===== src/rtl/fpcs_pkg.sv =====
package fpcs_pkg;
    typedef enum logic [2:0] {
        CMD_NOP = 3'd0,
        CMD_ACT = 3'd1,
        CMD_WR  = 3'd2,
        CMD_RD  = 3'd3,
        CMD_BST = 3'd4,
        CMD_PRE = 3'd5
    } cmd_e;

    typedef enum logic [1:0] {
        ST_IDLE,
        ST_OPEN,
        ST_WBURST,
        ST_RBURST
    } bank_st_e;
endpackage


===== src/rtl/fpcs_col_ctrl.sv =====
module fpcs_col_ctrl
    import fpcs_pkg::*;
#(
    parameter int COL_W = 8
) (
    input  logic             clk,
    input  logic             rst_n,
    input  logic [2:0]       cmd,
    input  logic [COL_W-1:0] start_col,
    output logic [COL_W-1:0] beat_col,
    output logic             wr_beat,
    output logic             rd_beat,
    output logic             illegal,
    output logic             burst_stop
);
    bank_st_e         st_q, st_d;
    logic [COL_W-1:0] col_q;
    logic             start;
    cmd_e             c;

    assign c = cmd_e'(cmd);

    // state and column register
    always_ff @(posedge clk) begin
        if (!rst_n) begin
            st_q  <= ST_IDLE;
            col_q <= '0;
        end else begin
            st_q <= st_d;
            if (wr_beat || rd_beat)
                col_q <= beat_col + COL_W'(1);
        end
    end

    // next state and beat outputs
    always_comb begin
        st_d       = st_q;
        wr_beat    = 1'b0;
        rd_beat    = 1'b0;
        start      = 1'b0;
        illegal    = 1'b0;
        burst_stop = 1'b0;
        unique case (st_q)
            ST_IDLE: begin
                if (c == CMD_ACT)
                    st_d = ST_OPEN;
                else if (c == CMD_WR || c == CMD_RD)
                    illegal = 1'b1;
            end
            ST_OPEN: begin
                case (c)
                    CMD_WR:  begin wr_beat = 1'b1; start = 1'b1; st_d = ST_WBURST; end
                    CMD_RD:  begin rd_beat = 1'b1; start = 1'b1; st_d = ST_RBURST; end
                    CMD_PRE: st_d = ST_IDLE;
                    default: st_d = ST_OPEN;
                endcase
            end
            ST_WBURST, ST_RBURST: begin
                case (c)
                    CMD_WR:  begin wr_beat = 1'b1; start = 1'b1; st_d = ST_WBURST; end
                    CMD_RD:  begin rd_beat = 1'b1; start = 1'b1; st_d = ST_RBURST; end
                    CMD_BST: begin burst_stop = 1'b1; st_d = ST_OPEN; end
                    CMD_PRE: st_d = ST_IDLE;
                    default: begin
                        wr_beat = (st_q == ST_WBURST);
                        rd_beat = (st_q == ST_RBURST);
                    end
                endcase
            end
        endcase
        beat_col = start ? start_col : col_q;
    end
endmodule


===== src/rtl/fpcs_page.sv =====
module fpcs_page #(
    parameter int COL_W   = 8,
    parameter int DATA_W  = 16,
    parameter int CAS_LAT = 2
) (
    input  logic              clk,
    input  logic              rst_n,
    input  logic              wr_en,
    input  logic              rd_en,
    input  logic [COL_W-1:0]  col,
    input  logic [DATA_W-1:0] wdata,
    output logic [DATA_W-1:0] rdata,
    output logic              rvalid
);
    localparam int PAGE = 1 << COL_W;

    logic [DATA_W-1:0] mem [PAGE];
    logic [CAS_LAT-1:0] vld_q;
    logic [DATA_W-1:0]  dat_q [CAS_LAT];

    always_ff @(posedge clk) begin
        if (wr_en)
            mem[col] <= wdata;
        dat_q[0] <= mem[col];
    end

    always_ff @(posedge clk) begin
        if (!rst_n) vld_q[0] <= 1'b0;
        else        vld_q[0] <= rd_en;
    end

    for (genvar i = 1; i < CAS_LAT; i++) begin : g_lat
        always_ff @(posedge clk) begin
            dat_q[i] <= dat_q[i-1];
            if (!rst_n) vld_q[i] <= 1'b0;
            else        vld_q[i] <= vld_q[i-1];
        end
    end

    assign rdata  = dat_q[CAS_LAT-1];
    assign rvalid = vld_q[CAS_LAT-1];
endmodule


===== src/rtl/fpcs_tras_timer.sv =====
module fpcs_tras_timer #(
    parameter int TRAS_MAX = 64
) (
    input  logic clk,
    input  logic rst_n,
    input  logic arm,
    input  logic clear,
    output logic viol
);
    localparam int CNT_W = $clog2(TRAS_MAX + 1);

    logic             armed_q;
    logic [CNT_W-1:0] cnt_q;

    always_ff @(posedge clk) begin
        if (!rst_n) begin
            armed_q <= 1'b0;
            cnt_q   <= '0;
            viol    <= 1'b0;
        end else if (clear) begin
            armed_q <= 1'b0;
            viol    <= 1'b0;
        end else if (arm) begin
            armed_q <= 1'b1;
            cnt_q   <= '0;
        end else if (armed_q) begin
            if (cnt_q == CNT_W'(TRAS_MAX - 1)) begin
                viol    <= 1'b1;
                armed_q <= 1'b0;
            end else begin
                cnt_q <= cnt_q + CNT_W'(1);
            end
        end
    end
endmodule


===== src/rtl/fullpage_col_seq.sv =====
module fullpage_col_seq
    import fpcs_pkg::*;
#(
    parameter int COL_W    = 8,
    parameter int DATA_W   = 16,
    parameter int CAS_LAT  = 2,
    parameter int TRAS_MAX = 64
) (
    input  logic              clk,
    input  logic              rst_n,
    input  logic [2:0]        cmd_i,
    input  logic [COL_W-1:0]  col_i,
    input  logic [DATA_W-1:0] wdata_i,
    output logic [COL_W-1:0]  col_o,
    output logic              wr_en_o,
    output logic [DATA_W-1:0] rdata_o,
    output logic              rvalid_o,
    output logic              illegal_o,
    output logic              tras_viol_o
);
    logic rd_beat;
    logic stop_evt;

    fpcs_col_ctrl #(.COL_W(COL_W)) u_ctrl (
        .clk        (clk),
        .rst_n      (rst_n),
        .cmd        (cmd_i),
        .start_col  (col_i),
        .beat_col   (col_o),
        .wr_beat    (wr_en_o),
        .rd_beat    (rd_beat),
        .illegal    (illegal_o),
        .burst_stop (stop_evt)
    );

    fpcs_page #(.COL_W(COL_W), .DATA_W(DATA_W), .CAS_LAT(CAS_LAT)) u_page (
        .clk    (clk),
        .rst_n  (rst_n),
        .wr_en  (wr_en_o),
        .rd_en  (rd_beat),
        .col    (col_o),
        .wdata  (wdata_i),
        .rdata  (rdata_o),
        .rvalid (rvalid_o)
    );

    fpcs_tras_timer #(.TRAS_MAX(TRAS_MAX)) u_tras (
        .clk   (clk),
        .rst_n (rst_n),
        .arm   (stop_evt),
        .clear (cmd_i == CMD_PRE),
        .viol  (tras_viol_o)
    );
endmodule


===== config.mk =====
export PLATFORM = sky130hd
export DESIGN_NAME = fullpage_col_seq
export DESIGN_NICKNAME = d
export VERILOG_FILES = /design/src/rtl/fpcs_pkg.sv /design/src/rtl/fpcs_col_ctrl.sv /design/src/rtl/fpcs_page.sv /design/src/rtl/fpcs_tras_timer.sv /design/src/rtl/fullpage_col_seq.sv
export SDC_FILE = /design/constraint.sdc
export NUM_CORES = 2
export LEC_CHECK = 0
export BUFFER_PORTS_ARGS = -buffer_cell sky130_fd_sc_hd__buf_2
export CAP_MARGIN = 20
export CORE_AREA = 2 2 572 574
export DETAILED_ROUTE_END_ITERATION = 8
export DIE_AREA = 0 0 574 576
export PLACE_DENSITY = 0.72
export SYNTH_ARGS = -nofsm -noshare
export SYNTH_HDL_FRONTEND = slang
export SYNTH_MEMORY_MAX_BITS = 65536
export SYNTH_SLANG_ARGS = --single-unit
export TNS_END_PERCENT = 20

===== constraint.sdc =====
create_clock -name clk -period 4.81 [get_ports clk]
set_input_delay 0.962 -clock clk [delete_from_list [all_inputs] [get_ports clk]]
set_output_delay 0.962 -clock clk [all_outputs]
set_load 0.02 [all_outputs]

==> results.yml <==
power_and_ir_drop:
  power_density_nw_per_um2: 393
  irDropWorstVdd_mv: 0.479
  p_leak_nw: 60.0
finish:
  final_common_cell: "edfxtp_1"
  multi_input_area_um2: 34100
  n_fill_cell: 24400
  final_cell_mix: "edfxtp_1, nand2_1, a21oi_1"
  ff_latch_area_um2: 124000
  drive_gt1_share_pct: 13.0
  nets: 12200
  syn2layout_area_growth_pct: 16.3
critical_path:
  end_kind: "output port"
  r2r_start: "u_ctrl.st_q[1]"
  cp_max_fo: 102
  path_class: "reg -> out"
  cp_data_required_time_ps: 3850
  reg2reg_depth: 14
  cp.arrival_ps: 3700
  start_kind: "register"
  rr_endpoint: "u_page.dat_q[0][8]"
  r2r_slack_ps: 260
synth:
  async_flop_share_pct: 0
  synth_cells: 11600
  yosysSeqAreaShare_pct: 76.7
  synth_area_um2: 162000
  syn_nets: 11600
  ys_ff_latch: 4149
  synth_warnings: 0
  ys_types: 61
  synth-edff-count: 4096
  synthFlopType: "edfxtp_1"
  syn_area_per_cell_um2: 14.0
sta:
  tns_ps: 0
  timing.final.hold_violations: 0
  skew_ps: 72.3
  worst_slack_ps: 153
  setup_viol: 0
  rsz0062_at_grt: "no"
  relSlewSlack_pct: 10.0
  period_needed_ps: 4660
  worst_pin_slew_ps: 1350
  fmax_ghz: 0.215
  slew_violations: 0
  finalCritPeriodShare_pct: 96.8
  holdWs_ps: 258
global_routing:
  grt_pass1_vias: 101000
  grt_pass1_wl_um: 672000
  overflow: 0
  antenna_found_initial: 16
  grt_use_total_pct: 27.3
  grt_max_degree: 183
clock_tree:
  clock_latency_ps: 980
  clock-sinks: 4149
  cts_resized: 0
  cts_setup_buffers: 0
  ctsLongestPathBuffers: 4
  cts-root-buf: "clkbuf_16"
  cts_tree: "yes"
  tritoncts.num_buffers: 400
  htree_levels: 5
  hold_buffers: 0
  clk_pin_slew_ps: 60
floorplan:
  rows: 210
  core_area_um2: 325000
  start_util_pct: 49.7
  die_x_um: 574
  die_area_um2: 331000
  pin_count: 57
  die_h_um: 576
min_path:
  hold-path-endpoint: "u_tras.viol"
  hold_depth: 3
  min_path_type: "in -> reg"
  worstHoldStart: "rst_n"
place:
  hpwl_um: 277000
  post-place-ws_ps: -440
  portBuffers: 56
  gp_congestion: 0.943
drt:
  vias: 105000
  vias_per_cell: 6.24
  route.detailed.drc: 0
  wl_per_cell_um: 27.5
  first_iter_violations: 15600
  drtAntennaViolNets: 0
  drt_first_pass_iters: 6
  wirelength_um: 463000
job:
  maxCapViolCount: 0
run_status:
  status: "finished, final reports clean"
-- flip-flops by register name (all words and copies together) (netlist names) --
signal	cells
u_page.mem	4096
u_page.dat_q	32
u_ctrl.col_q	8
u_tras.cnt_q	7
u_ctrl.st_q	2
u_page.rvalid	1
u_page.vld_q	1
u_tras.armed_q	1
u_tras.viol	1
-- cells in the mapped netlist, drive strengths merged (2+ instances only) --
master,count,area share [%]
ha,7,0.054
mux4,28,0.39
nand2b,12,0.046
nor4,50,0.19
o2111ai,34,0.18
a22oi,135,0.63
clkbuf,321,0.75
inv,12,0.031
edfxtp,4096,76
a21oi,1027,3.2
dfxtp,53,0.66
buf,487,1.5
nand4,176,0.68
a211oi,33,0.15
or3,3,0.012
mux2,5,0.039
a41oi,30,0.16
o21a,2,0.014
nor2,317,0.74
and2,8,0.031
nor2b,29,0.11
xor2,3,0.016
nand2,2935,6.8
nand3,719,2.2
a221oi,248,1.4
nor3,25,0.094
nor4b,9,0.049
a31oi,200,0.77
a32oi,218,1.2
a311oi,21,0.11
mux2i,196,1.2
xnor2,5,0.027
o211ai,19,0.088
nor3b,18,0.084
and3,5,0.019
nand3b,4,0.019
o21ai,62,0.19
o31ai,2,0.0093
-- area by class of cell --
class,instances,share of cell area [%]
multi-input combinational,6592,18.1
tap,4346,2.89
timing repair buffer,976,5.94
sequential,4149,66.0
inverter,12,0.0419
antenna,23,0.0306
clock buffer,506,5.68
clock inverter,234,1.33
-- through the flow --
step / utilization (%) / total power, W / instance area (um2) / std cells
after floorplan: - / 0.0416 / 162000 / 11600
after global placement: 53.7 / 0.0430 / 175000 / 16100
after detailed placement: 53.7 / 0.0431 / 175000 / 16100
after CTS: 57.8 / 0.0741 / 188000 / 16800
after global routing: 57.8 / 0.0757 / 188000 / 16800
final: 57.8 / 0.0740 / 188000 / 16800
-- worst max-delay path by stage --
stage	startpoint	endpoint	slack, ps	cells after the start
final	u_ctrl.st_q[1]	col_o[1]	150	6
after global routing	u_ctrl.st_q[1]	col_o[1]	130	6
after CTS	u_ctrl.st_q[1]	col_o[1]	170	6
after detailed placement	cmd_i[2]	u_page.dat_q[0][1]	-440	16
after global placement	cmd_i[2]	u_page.dat_q[0][14]	-680	15
after floorplan	cmd_i[2]	u_page.mem[115][0]	130	15
-- metal layers --
metal  vias up  part of all wire, %  global-route usage (%)  wire length [um]
li1      44800                    -                       -                 -
met4        10                  4.9                    12.6             22600
met2      6707                   46                    42.3            215000
met5         -                0.014                       0                63
met1     52600                   37                    37.2            172000
met3       925                   12                    5.59             53400
-- cells by family (layout without fill, tap and decap cells) --
family,after synthesis,in the layout,synth area share [%]
buffers and inverters,820,1728,2.30
AOI/OAI and AO/OA,2038,2038,8.10
DFF,4149,4149,76.7
muxes,229,229,1.66
and+or+nand+nor,4310,4310,11.1
xor gates and xnor gates,8,8,0.0433
adders and majority gates,7,7,0.0542
other,0,23,0
-- worst max-delay path: stages, from the launching register on --
cell and delay, ps:
dfxtp_1 590, o211a_1 400, a21o_4 260, buf_12 370, buf_12 300, buf_12 400
buf_2 260
-- report_power, final --
group	internal [W]	switching (W)	leakage [nW]
Clock	0.0180	0.0136	6.44
Combinational	0.000653	0.00193	16.3
Sequential	0.0397	0.0000678	37.2
Power figures use the tool's default switching activity.
